$ cat config.mk
export PLATFORM = sky130hd
export DESIGN_NAME = acc_cpu
export DESIGN_NICKNAME = d
export VERILOG_FILES = /design/src/rtl/acc_pkg.sv /design/src/rtl/acc_alu.sv /design/src/rtl/acc_ctrl.sv /design/src/rtl/acc_regs.sv /design/src/rtl/acc_cpu.sv
export SDC_FILE = /design/constraint.sdc
export NUM_CORES = 1
export LEC_CHECK = 0
export ABC_AREA = 1
export BUFFER_PORTS_ARGS = -buffer_cell sky130_fd_sc_hd__buf_4
export CORE_ASPECT_RATIO = 0.9
export CORE_UTILIZATION = 47
export DETAILED_ROUTE_END_ITERATION = 16
export PLACE_DENSITY = 0.75
export SYNTH_ARGS = -nofsm -noshare
export SYNTH_HDL_FRONTEND = slang
export SYNTH_SLANG_ARGS = --single-unit
$ cat constraint.sdc
create_clock -name clk -period 1.8 [get_ports clk]
set_input_delay 0.27 -clock clk [delete_from_list [all_inputs] [get_ports clk]]
set_output_delay 0.27 -clock clk [all_outputs]
set_load 0.01 [all_outputs]
$ cat src/rtl/acc_pkg.sv
// Shared constants and types for the accumulator processor.
// Assumes an instruction word is exactly opcode bits plus address bits wide.
package acc_pkg;
    localparam int OP_HALT  = 0;
    localparam int OP_LOAD  = 1;
    localparam int OP_STORE = 2;
    localparam int OP_ADD   = 5;

    // Sequencer steps: two cycles per memory read, then the increment step
    typedef enum logic [2:0] {
        ST_FETCH_ADDR = 3'd0,
        ST_FETCH_DATA = 3'd1,
        ST_EXEC       = 3'd2,
        ST_EXEC_DATA  = 3'd3,
        ST_INCR       = 3'd4,
        ST_HALT       = 3'd5
    } step_t;
endpackage

$ cat src/rtl/acc_alu.sv
// Accumulator arithmetic: passes the memory word through for a load or adds it
// to the accumulator for an add. Assumes that a wrap modulo 2^DW is the intended overflow.
module acc_alu #(
    parameter int DW = 16
) (
    input  logic [DW-1:0] acc_in,
    input  logic [DW-1:0] mem_in,
    input  logic          add_en,
    output logic [DW-1:0] result
);
    // Select the pass-through or the sum
    always_comb begin
        result = add_en ? DW'(acc_in + mem_in) : mem_in;
    end
endmodule

$ cat src/rtl/acc_ctrl.sv
// Control sequencer. It steps fetch (address, data), execute, optional operand
// data capture and increment, and decodes the opcode held in the instruction
// register. Assumes the memory returns read data one cycle after the address.
module acc_ctrl
    import acc_pkg::*;
#(
    parameter int OPW = 4
) (
    input  logic           clk,
    input  logic           rst_n,
    input  logic [OPW-1:0] opcode,
    output logic           ir_load,
    output logic           acc_load,
    output logic           acc_add,
    output logic           pc_inc,
    output logic           mem_we,
    output logic           addr_pc,
    output logic           halted
);
    step_t st, st_nx;

    logic is_load, is_add, is_store, is_halt;

    // Opcode decode
    always_comb begin
        is_load  = (opcode == OPW'(OP_LOAD));
        is_add   = (opcode == OPW'(OP_ADD));
        is_store = (opcode == OPW'(OP_STORE));
        is_halt  = (opcode == OPW'(OP_HALT));
    end

    // Step register
    always_ff @(posedge clk) begin
        if (!rst_n) st <= ST_FETCH_ADDR;
        else        st <= st_nx;
    end

    // Next step and control strobes
    always_comb begin
        st_nx    = st;
        ir_load  = 1'b0;
        acc_load = 1'b0;
        acc_add  = 1'b0;
        pc_inc   = 1'b0;
        mem_we   = 1'b0;
        addr_pc  = 1'b0;
        halted   = 1'b0;
        case (st)
            ST_FETCH_ADDR: begin
                addr_pc = 1'b1;
                st_nx   = ST_FETCH_DATA;
            end
            ST_FETCH_DATA: begin
                addr_pc = 1'b1;
                ir_load = 1'b1;
                st_nx   = ST_EXEC;
            end
            ST_EXEC: begin
                if (is_halt)                st_nx = ST_HALT;
                else if (is_load || is_add) st_nx = ST_EXEC_DATA;
                else begin
                    mem_we = is_store;
                    st_nx  = ST_INCR;
                end
            end
            ST_EXEC_DATA: begin
                acc_load = 1'b1;
                acc_add  = is_add;
                st_nx    = ST_INCR;
            end
            ST_INCR: begin
                pc_inc = 1'b1;
                st_nx  = ST_FETCH_ADDR;
            end
            ST_HALT: begin
                halted = 1'b1;
                st_nx  = ST_HALT;
            end
            default: st_nx = ST_FETCH_ADDR;
        endcase
    end
endmodule

$ cat src/rtl/acc_regs.sv
// Architectural registers: program counter, instruction register and
// accumulator. Assumes the strobes from the sequencer are mutually timed so
// that each register is written in one step only.
module acc_regs #(
    parameter int AW = 12,
    parameter int DW = 16
) (
    input  logic          clk,
    input  logic          rst_n,
    input  logic [AW-1:0] start_addr,
    input  logic          ir_load,
    input  logic          acc_load,
    input  logic          acc_add,
    input  logic          pc_inc,
    input  logic [DW-1:0] mem_rdata,
    output logic [AW-1:0] pc,
    output logic [DW-1:0] ir,
    output logic [DW-1:0] acc
);
    logic [DW-1:0] alu_y;

    acc_alu #(.DW(DW)) u_alu (
        .acc_in (acc),
        .mem_in (mem_rdata),
        .add_en (acc_add),
        .result (alu_y)
    );

    // Program counter: start address on reset, +1 in the increment step
    always_ff @(posedge clk) begin
        if (!rst_n)      pc <= start_addr;
        else if (pc_inc) pc <= AW'(pc + 1'b1);
    end

    // Instruction register: captures the fetched word
    always_ff @(posedge clk) begin
        if (!rst_n)       ir <= '0;
        else if (ir_load) ir <= mem_rdata;
    end

    // Accumulator: captures the load or add result
    always_ff @(posedge clk) begin
        if (!rst_n)        acc <= '0;
        else if (acc_load) acc <= alu_y;
    end
endmodule

$ cat src/rtl/acc_cpu.sv
// Top of the single-accumulator processor. It joins the sequencer and the
// register file and steers the memory address between the program counter and
// the operand field. Assumes DW equals OPW plus AW and a one-cycle read latency.
module acc_cpu #(
    parameter int AW  = 12,
    parameter int OPW = 4,
    parameter int DW  = OPW + AW
) (
    input  logic          clk,
    input  logic          rst_n,
    input  logic [AW-1:0] start_addr,
    output logic [AW-1:0] mem_addr,
    output logic [DW-1:0] mem_wdata,
    output logic          mem_we,
    input  logic [DW-1:0] mem_rdata,
    output logic [DW-1:0] acc_o,
    output logic [AW-1:0] pc_o,
    output logic [DW-1:0] ir_o,
    output logic          halted
);
    localparam int OP_MSB = DW - 1;

    logic ir_load, acc_load, acc_add, pc_inc, addr_pc;

    acc_ctrl #(.OPW(OPW)) u_ctrl (
        .clk      (clk),
        .rst_n    (rst_n),
        .opcode   (ir_o[OP_MSB -: OPW]),
        .ir_load  (ir_load),
        .acc_load (acc_load),
        .acc_add  (acc_add),
        .pc_inc   (pc_inc),
        .mem_we   (mem_we),
        .addr_pc  (addr_pc),
        .halted   (halted)
    );

    acc_regs #(.AW(AW), .DW(DW)) u_regs (
        .clk        (clk),
        .rst_n      (rst_n),
        .start_addr (start_addr),
        .ir_load    (ir_load),
        .acc_load   (acc_load),
        .acc_add    (acc_add),
        .pc_inc     (pc_inc),
        .mem_rdata  (mem_rdata),
        .pc         (pc_o),
        .ir         (ir_o),
        .acc        (acc_o)
    );

    // Memory address and write data steering
    always_comb begin
        mem_addr  = addr_pc ? pc_o : ir_o[AW-1:0];
        mem_wdata = acc_o;
    end
endmodule

==> impl_results.md, run 1 <==
* Grt ovf at 0
* Worst Setup SP: u_ctrl.st[1]$_SDFF_PN0_
* TritonRoute pass-1 iters at 4
* Max Root-Sink Buffers at 2
* Aggregate negative setup slack at 0 ns
* Final HPWL DP at 6670 um
* Sequential element share of the synthesized area at 0.325
* Worst min-delay path class: in2reg
* RD Place Congestion at 0.921
* Cells after Synth at 495
* Hold EP: u_regs.ir[13]$_SDFFE_PN0P_
* Core ar. at 0.00666 sq mm
* CTS Root Cell: clkbuf_8
* DR DRC count at 0
* Final Hold Viols at 0
* Max Cap Viol at 0
* Area Growth Syn to Fin at 34.7%
* Die area at 0.00728 sq mm
* Tot Pwr at 3.82 mW
* Reg2Reg Depth at 12
* Hold depth at 3
* Final wirelength at 9490 um
* Post-DR wirelength/cell at 13.8 um
* Clock skew at 0.00609 ns
* Share of cells above drive strength 1 at 0.294
* Die H at 81.0 um
* WP data arrival at 1.51 ns
* Pwr Density at 869 mW/mm^2
* I/O Buffers at 103
* Skew-Pair Late Insertion Delay at 0.31 ns
* F_max at 0.562 GHz
* CTS Sinks at 47
* Largest net degree at the start of global routing at 24
* Nets@finish at 642
* Yosys cell types at 34
* CTS tree: built
* Status: complete, no violations
* Slew headroom at 0.684
* WP data required at 1.53 ns
* CTS buffer count at 5
* Worst Tran Pin Value at 0.473 ns
* Boundary pin count at 104
* Seq cells post-synth at 47
* Die width at 89.8 um
* Routed Antenna Nets at 0
* Number of global-route vias before repair at 3047
* RR Endpoint: u_regs.acc[14]$_SDFFE_PN0N_
* Critical Path Source Type: register
* Crit share post-route at 0.989
* Worst-path clk slew at 0.09 ns
* Min Hold Slack at 0.223 ns
* Final slew viol count at 0
* Setup-failing EPs final at 0
* Setup CP Type: reg2out
* Critical Path Fanout Max at 6
* H-tree depth at 2
* Cts hold-fix bufs at 0
* Via/cell ratio at 5.11
* Min-Delay Startpoint: mem_rdata[13]
* Crit path time final at 1.78 ns
* ANT cells at 0
* Mapped Area at 0.00326 sq mm
* Global-route usage over all layers at 0.249
* DR iter-0 viols at 233
* Static leakage at 2.23 nW
* Post-synthesis net count at 542
* RSZ-0062 raised after global routing: yes
* Synth warnings at 0
* Initial antenna violation count at 0
* Initial Util at 0.490
* Via count at 3507
* Site Rows at 28
* First-pass GRT wire length at 14500 um
* Max VDD drop at 0.374 mV
* R2R setup slack at 0.08 ns
* Syn_area_per_cell at 6.59 sq um
* Reg2reg start: u_regs.acc[0]$_SDFFE_PN0N_
* Crit. End Element: primary output
-- worst max-delay path, cell delays in order, from the launching register on --
cell	delay, ns
dfxtp_2	0.35
inv_4	0.08
nand2_4	0.06
a21oi_4	0.24
buf_6	0.17
nand2_1	0.05
o21ai_1	0.10
buf_4	0.15
-- sequential cells by signal, summed over array words and instances, names as in the netlist --
signal,count
u_ctrl.st,3
u_regs.acc,16
u_regs.ir,16
u_regs.pc,12
-- what timing repair did --
| action | CTS | global route |
|---|---|---|
| gates cloned | 2 | 1 |
| pin swaps | 1 | 3 |
| resized for setup | 10 | 45 |
| endpoints found under the setup margin | 14 | 23 |
| setup buffers | 0 | 4 |
-- stage by stage --
step | setup WS [ns] | util | cells | instance area [sq um]
after global placement | -0.0602 | 0.611 | 671 | 4070
final | 0.0203 | 0.660 | 686 | 4400
after CTS | 0.0228 | 0.633 | 681 | 4220
after global routing | -0.0416 | 0.660 | 686 | 4400
after floorplan | 0.0602 | - | 495 | 3260
after detailed placement | -0.0827 | 0.611 | 671 | 4070
-- per-layer routing --
layer  global-route usage  share of wire  up-vias
met5                    0              0        -
met4               0.0623         0.0091        0
met3               0.0478          0.067       10
met2                0.428           0.48      136
met1                0.324           0.44     1574
li1                     -              -     1787
-- worst max path at each step --
stage                                       endpoint  slack, ns
after floorplan           u_regs.acc[4]$_SDFFE_PN0N_       0.06
after detailed placement  u_regs.acc[8]$_SDFFE_PN0N_      -0.08
final                                    mem_addr[5]       0.02
after global placement    u_regs.acc[4]$_SDFFE_PN0N_      -0.06
after CTS                                mem_addr[5]       0.02
after global routing         u_regs.pc[10]$_DFFE_PP_      -0.04
-- placed cells by master, fill, tap and decap left out, types with 8 or more instances in the layout --
master,synthesis,layout
buf_4,16,120
nand2_1,154,145
edfxtp_1,12,12
a21oi_1,34,30
a31oi_1,8,8
nor2_1,31,29
o21ai_1,2,8
nand3_1,31,30
dfxtp_1,35,29
inv_1,66,65
o21ai_0,38,29
ha_1,16,11
-- cell families (layout without fill, tap and decap cells) --
logic type / after synthesis / count (layout) / share of synthesized area
and+or+nand+nor: 236 / 236 / 0.305
buffers and inverters: 99 / 200 / 0.137
AOI/OAI and AO/OA: 89 / 89 / 0.147
DFF: 47 / 47 / 0.325
adders and majority gates: 17 / 17 / 0.0675
xor gates and xnor gates: 7 / 7 / 0.0188
-- synthesized netlist by cell type, drive strengths merged --
library cell / n / area share
inv: 69 / 0.081
nand3b: 1 / 0.0023
edfxtp: 12 / 0.11
a2111oi: 1 / 0.0027
clkbuf: 12 / 0.014
nor3: 7 / 0.014
and2: 1 / 0.0019
a31o: 2 / 0.0054
nand4: 6 / 0.012
or2: 3 / 0.0058
a31oi: 8 / 0.015
xor2: 4 / 0.011
ha: 16 / 0.061
xnor2: 3 / 0.0081
dfxtp: 35 / 0.21
a21oi: 35 / 0.055
fa: 1 / 0.0061
o21ai: 40 / 0.061
nand2: 154 / 0.18
o21bai: 1 / 0.0023
nor2: 32 / 0.042
o311ai: 1 / 0.0027
o211ai: 1 / 0.0023
nand3: 32 / 0.051
buf: 18 / 0.042
-- where the power goes --
group | switching [mW] | total [mW] | leakage [nW] | internal, mW
logic | 0.894 | 1.62 | 1.77 | 0.723
registers | 0.149 | 1.40 | 0.408 | 1.25
clock network | 0.389 | 0.804 | 0.0514 | 0.415
total | 1.43 | 3.82 | 2.23 | 2.39
-- area by class of cell --
class | instances | area (sq um)
well taps | 90 | 113
multi-input cells | 349 | 1900
inverters | 69 | 269
fillers | 603 | 2260
clock buffers | 6 | 72.6
repair buffers | 123 | 935
clock inverters | 2 | 37.5
flip-flops and latches | 47 | 1070
Note: power is estimated with default switching activity, not from simulation.
==> inputs of run 2 (changes only) <==
- PLACE_DENSITY: 0.75 -> default
- PLACE_DENSITY_LB_ADDON: default -> 0.2
==> run 2 against run 1 <==
Compared with the run above:
- die area unchanged
- flip-flop and latch count is the same
- critical path depth up 1
- global-route usage is 0.52 points higher
- via count rose by 2.3%
- clock-buffer cell count stayed put
- design area increased by 0.74%
- sequential share of layout area shrank 0.26 points
- first-iteration DRC count fell by 21%
- setup slack improved by 0.0052 ns
- core utilization is 0.49 points higher
- clock power shrank 15%
- critical endpoint is now u_regs.acc[4]$_SDFFE_PN0N_
==> impl_results.md, run 2 (synthesized netlist as in run 1, its figures left out) <==
* Status: complete, no violations
* M1 wire length at 4050 um (-4.1%)
* Final wirelength at 9510 um (+0.26%)
* Finished Cell Area at 0.00443 sq mm (+0.74%)
* RD Place Congestion at 0.983 (+6.7%)
* Min-Delay Startpoint: mem_rdata[13]
* Worst-path clk slew at 0.09 ns (about the same)
* Static leakage at 2.24 nW (+0.27%)
* Max VDD drop at 0.416 mV (+11%)
* Fin cells at 690 (+0.58%)
* Crit. End Element: register
* Worst Tran Pin Value at 0.413 ns (-0.0603 ns)
* Setup WS pre-CTS at -0.0633 ns (+0.0193 ns)
* Reg2reg start: u_regs.acc[0]$_SDFFE_PN0N_
* DR iter-0 viols at 183 (-21%)
* Placed cell area at 0.00407 sq mm (unchanged)
* Setup CP Type: reg2reg
* Reg2Reg Depth at 8 (-4)
* Placed cell count at 671 (unchanged)
* CTS Root Cell: clkbuf_8
* Pwr Density at 837 mW/mm^2 (-3.8%)
* Critical Path Source Type: register
* Initial antenna violation count at 0 (unchanged)
* Commonest non-fill, non-tap cell in the layout: nand2_1
* CTS tree: built
* WP data arrival at 1.96 ns (+0.45 ns)
* Max Cap Viol at 0 (unchanged)
* Core ar. at 0.00666 sq mm (unchanged)
* Largest net degree at the start of global routing at 32 (+33%)
* Area Growth Syn to Fin at 35.7%
* Min Hold Slack at 0.226 ns (+0.00342 ns)
* Max Used Layer: met4
* H-tree depth at 2 (unchanged)
* Aggregate negative setup slack at 0 ns (unchanged)
* Clock skew at 0.00424 ns (-0.00186 ns)
* Setup-failing EPs final at 0 (unchanged)
* Via count at 3587 (+2.3%)
* TritonRoute pass-1 iters at 5 (+1)
* Die area at 0.00728 sq mm (unchanged)
* Hold depth at 3 (unchanged)
* Grt ovf at 0 (unchanged)
* Die width at 89.8 um (unchanged)
* I/O Buffers at 103 (unchanged)
* Critical Path Fanout Max at 4 (-2)
* Global-route usage over all layers at 0.254 (+0.00525)
* Final Hold Viols at 0 (unchanged)
* Skew-Pair Late Insertion Delay at 0.29 ns (-0.02 ns)
* Site Rows at 28 (unchanged)
* Die H at 81.0 um (unchanged)
* First-pass GRT wire length at 14900 um (+2.8%)
* WP data required at 1.98 ns (+0.45 ns)
* Post-DR wirelength/cell at 13.8 um (-0.32%)
* Setup ws final at 0.0255 ns (+0.00520 ns)
* Slew headroom at 0.725 (+0.0402)
* Share of cells above drive strength 1 at 0.305 (+0.0114)
* CTS Sinks at 47 (unchanged)
* Met2 routed WL at 4660 um (+2.5%)
* Number of global-route vias before repair at 3191 (+4.7%)
* Final slew viol count at 0 (unchanged)
* Worst min-delay path class: in2reg
* Initial Util at 0.490 (unchanged)
* R2R setup slack at 0.03 ns (-0.05 ns)
* Most frequent cells in the layout: 142 x nand2_1, 122 x buf_4, 64 x inv_1
* Final HPWL DP at 6720 um (+0.76%)
* Filler cells at 580 (-3.8%)
* Routed wl met3 at 705 um (+11%)
* F_max at 0.564 GHz (+0.29%)
* Routed Antenna Nets at 0 (unchanged)
* Area of the multi-input gates at 0.00192 sq mm (+0.99%)
* DR DRC count at 0 (unchanged)
* Nets@finish at 646 (+0.62%)
* Tot Pwr at 3.70 mW (-3.0%)
* Hold EP: u_regs.ir[13]$_SDFFE_PN0P_
* Via/cell ratio at 5.20 (+1.7%)
* ANT cells at 0 (unchanged)
* Largest registers: u_regs.acc: 16 flops, u_regs.ir: 16 flops, u_regs.pc: 12 flops
* Crit share post-route at 0.986 (-0.00289)
* Final core occ at 0.665 (+0.00489)
* Max Root-Sink Buffers at 2 (unchanged)
* Crit path time final at 1.77 ns (-0.00520 ns)
* RR Endpoint: u_regs.acc[4]$_SDFFE_PN0N_
* FF+latch area at 0.00107 sq mm (-0.35%)
* Boundary pin count at 104 (unchanged)
* CTS buffer count at 5 (unchanged)
run 2: changes by cell type in the layout (fill, tap and decap cells not counted), sizes merged:
| cell | previous run | this run |
|---|---|---|
| clkinv | 0 | 1 |
| inv | 69 | 68 |
| buf | 123 | 126 |
| bufinv | 1 | 0 |
| clkinvlp | 1 | 3 |
run 2: how the worst max path moves through the flow:
stage | end | from | slack [ns] | cells after the start
2_1_floorplan | u_regs.acc[4]$_SDFFE_PN0N_ | u_regs.acc[0]$_SDFFE_PN0N_ | 0.06 | 8
3_3_place_gp | u_regs.acc[4]$_SDFFE_PN0N_ | mem_rdata[0] | -0.06 | 9
4_1_cts | mem_addr[7] | u_ctrl.st[1]$_SDFF_PN0_ | 0.01 | 7
6_report | u_regs.acc[4]$_SDFFE_PN0N_ | u_regs.acc[0]$_SDFFE_PN0N_ | 0.03 | 8
3_5_place_dp | u_regs.acc[4]$_SDFFE_PN0N_ | mem_rdata[0] | -0.06 | 9
5_1_grt | u_regs.acc[14]$_SDFFE_PN0N_ | u_regs.acc[9]$_SDFFE_PN0N_ | -0.06 | 11
run 2: cell type report:
cell class	instances	share of cell area
clock inverter	2	0.00367
sequential	47	0.241
inverter	69	0.0610
timing repair buffer	126	0.216
clock buffer	6	0.0186
timing repair inverter	1	0.00170
tap	90	0.0254
multi-input combinational	349	0.433
run 2: timing repair:
| item | 4_1_cts | 5_1_grt |
|---|---|---|
| cloned | 2 | 2 |
| hold buffers | 0 | 0 |
| setup endpoints to repair | 10 | 39 |
| buffers inserted | 0 | 7 |
| resized for setup | 8 | 44 |
| pin swaps | 1 | 5 |
run 2: critical path: stages, from the launching register on:
cell and delay (ns):
dfxtp_2 0.33, ha_2 0.18, fa_2 0.40, nand2_2 0.08, nand2_2 0.06, and2_4 0.16, or2_2 0.27, nand3_1 0.09
a31oi_1 0.10
run 2: power by group:
part           switching, mW  leakage (nW)  total, mW  internal, mW
Clock                  0.369        0.0474      0.683         0.314
Sequential             0.141         0.407       1.39          1.25
Combinational          0.905          1.78       1.63         0.727
Total                   1.41          2.24       3.70          2.29
run 2: routing by layer:
metal / GRT usage / vias up
met5: 0 / -
met3: 0.0478 / 12
li1: - / 1793
met1: 0.323 / 1631
met2: 0.451 / 151
met4: 0.0590 / 0
==> inputs of run 3 (changes only) <==
- CORE_UTILIZATION: 47 -> 52
- clock period: 1.8 -> 1.9 ns (I/O delays scaled with it)
==> run 3 against run 2 <==
Compared with the run above:
- clock power decreased by 2%
- wire length rose by 1.4%
- first-iteration DRC count up 27%
- global-route usage up 2.6 points
- cell count is 4.8% lower
- setup slack better by 0.064 ns
- sequential share of layout area rose by 1.4 points
- register-to-register slack better by 0.08 ns
==> impl_results.md, run 3 (synthesized netlist as in run 1, its figures left out) <==
* Worst-path clk slew at 0.10 ns (about the same)
* Initial antenna violation count at 0 (unchanged)
* M1 wire length at 4010 um (-1.0%)
* Met2 routed WL at 4770 um (+2.4%)
* Critical Path Fanout Max at 6 (+2)
* TritonRoute pass-1 iters at 5 (unchanged)
* R2R setup slack at 0.11 ns (+0.08 ns)
* Max Used Layer: met4
* DR DRC count at 0 (unchanged)
* I/O Buffers at 103 (unchanged)
* Routed Antenna Nets at 0 (unchanged)
* Worst min-delay path class: in2reg
* Worst Setup SP: u_ctrl.st[1]$_SDFF_PN0_
* Crit path time final at 1.81 ns
* ANT cells at 0 (unchanged)
* Sw Ratio at 0.388 (+0.00566)
* Largest net degree at the start of global routing at 32 (unchanged)
* Reg2reg start: u_regs.acc[0]$_SDFFE_PN0N_
* Max Cap Viol at 0 (unchanged)
* Setup CP Type: reg2out
* Largest registers: u_regs.acc: 16 flops, u_regs.ir: 16 flops, u_regs.pc: 12 flops
* Finished Cell Area at 0.00418 sq mm (-5.7%)
* Clock skew at 0.00945 ns (+0.00521 ns)
* Placed cell area at 0.00400 sq mm (-1.5%)
* Commonest non-fill, non-tap cell in the layout: nand2_1
* Crit share post-route at 0.953
* Via/cell ratio at 5.53 (+6.3%)
* Grt ovf at 0 (unchanged)
* Number of global-route vias before repair at 3118 (-2.3%)
* Via count at 3632 (+1.3%)
* RSZ-0062 raised after global routing: no
* DR iter-0 viols at 232 (+27%)
* Area Growth Syn to Fin at 28.0%
* CTS Root Cell: clkbuf_8
* Cts hold-fix bufs at 0 (unchanged)
* Max VDD drop at 0.335 mV (-20%)
* Core ar. at 0.00586 sq mm (-12%)
* CTS Sinks at 47 (unchanged)
* Share of cells above drive strength 1 at 0.252 (-0.0529)
* Filler cells at 512 (-12%)
* Final Hold Viols at 0 (unchanged)
* Die area at 0.00660 sq mm (-9.4%)
* Routed wl met3 at 720 um (+2.1%)
* Tot Pwr at 3.42 mW (-7.6%)
* Worst Setup EP: mem_addr[6]
* Pwr Density at 820 mW/mm^2 (-2.0%)
* Post-DR wirelength/cell at 14.7 um (+6.5%)
* First-pass GRT wire length at 14800 um (-1.0%)
* Final HPWL DP at 7110 um (+5.8%)
* Worst Tran Pin Value at 0.422 ns (+0.00970 ns)
* Status: complete, no violations
* Most frequent cells in the layout: 152 x nand2_1, 111 x buf_4, 64 x inv_1
* Slew headroom at 0.711 (-0.0134)
* Total net switching power at 1.33 mW (-6.2%)
* Final wirelength at 9650 um (+1.4%)
* Post-CTS setup buffer count at 0 (unchanged)
* Max Root-Sink Buffers at 2 (unchanged)
* WP data required at 1.62 ns (-0.36 ns)
* Die H at 77.2 um (-4.8%)
* Skew-Pair Late Insertion Delay at 0.31 ns (+0.02 ns)
* CTS buffer count at 5 (unchanged)
* Nets@finish at 633 (-2.0%)
* Site Rows at 26 (-7.1%)
* Global-route usage over all layers at 0.280 (+0.0261)
* F_max at 0.552 GHz
* Boundary pin count at 104 (unchanged)
* P_int at 2.10 mW (-8.5%)
* CTS tree: built
* Static leakage at 2.16 nW (-3.5%)
* Die width at 85.5 um (-4.8%)
* Crit. End Element: primary output
* RR Endpoint: u_regs.acc[8]$_SDFFE_PN0N_
* Initial Util at 0.557 (+0.0670)
* Critical Path Source Type: register
* RD Place Congestion at 0.952 (-3.1%)
* Hold depth at 3 (unchanged)
* Setup-failing EPs final at 0 (unchanged)
* Reg2Reg Depth at 10 (+2)
* WP data arrival at 1.53 ns (-0.43 ns)
* Logic pwr share at 0.420 (-0.020)
* H-tree depth at 2 (unchanged)
* Clock network power share at 0.196 (+0.012)
* Final slew viol count at 0 (unchanged)
* Sequential share of power at 0.384 (+0.009)
[run 3: changes by cell type in the layout (fill, tap and decap cells not counted), moves of 3 or more]
cell	previous run	this run
buf_4	122	111
nand2_1	142	152
nand2_2	9	2
ha_1	10	15
ha_4	5	0
o21ai_0	33	38
o21ai_1	6	2
dfxtp_1	30	33
dfxtp_2	5	2
nand2_4	3	0
[run 3: area by class of cell]
class	count	area, sq um	share of cell area
multi-input combinational	349	1800	0.430
sequential	47	1060	0.255
timing repair buffer	113	856	0.205
inverter	69	268	0.0641
tap	70	87.6	0.0210
clock buffer	6	82.6	0.0198
clock inverter	2	16.3	0.00389
timing repair inverter	1	7.51	0.00180
[run 3: stage by stage]
step / util / instances / setup slack [ns] / setup TNS [ns] / hold WS, ns
after floorplan: - / 495 / 0.0941 / 0 / 0.420
after global placement: 0.684 / 646 / 0.0301 / 0 / 0.457
after detailed placement: 0.684 / 646 / -0.0270 / -0.0545 / 0.461
after CTS: 0.701 / 654 / 0.0101 / 0 / 0.240
after global routing: 0.713 / 657 / 0.00148 / 0 / 0.244
final: 0.713 / 657 / 0.0895 / 0 / 0.252
[run 3: power groups by stage]
| stage | clock network, mW | logic, mW | registers, mW |
|---|---|---|---|
| floorplan | 0 | 0.685 | 1.37 |
| global placement | 0 | 1.27 | 1.32 |
| detailed placement | 0 | 1.32 | 1.33 |
| CTS | 0.673 | 1.33 | 1.30 |
| global route | 0.725 | 1.57 | 1.33 |
| finish | 0.672 | 1.44 | 1.31 |
[run 3: critical path, cell delays in order (launching register included)]
cell,delay [ns]
dfxtp_1,0.33
inv_2,0.10
nand2_2,0.09
a21oi_4,0.21
buf_6,0.15
nand2_1,0.04
o21ai_0,0.11
buf_4,0.17
[run 3: worst min-delay path by stage]
stage | to | from | slack [ns]
2_1_floorplan | u_regs.ir[13]$_SDFFE_PN0P_ | mem_rdata[13] | 0.42
3_3_place_gp | u_regs.ir[9]$_SDFFE_PN0P_ | u_regs.ir[9]$_SDFFE_PN0P_ | 0.46
3_5_place_dp | u_regs.ir[11]$_SDFFE_PN0P_ | u_regs.ir[11]$_SDFFE_PN0P_ | 0.46
4_1_cts | u_regs.ir[13]$_SDFFE_PN0P_ | mem_rdata[13] | 0.24
5_1_grt | u_regs.pc[1]$_DFFE_PP_ | start_addr[1] | 0.24
6_report | u_regs.pc[11]$_DFFE_PP_ | start_addr[11] | 0.25
[run 3: layer usage]
layer  up-vias  track usage
met2       174        0.482
met1      1668        0.358
li1       1774            -
met4         0       0.0817
met3        16       0.0474
met5         -            0
[run 3: timing repair]
action | in CTS | in global routing
endpoints found under the hold margin | 0 | 0
pin swaps | 0 | 1
setup endpoints to repair | 2 | 20
gates resized for setup | 1 | 20
cloned | 0 | 3
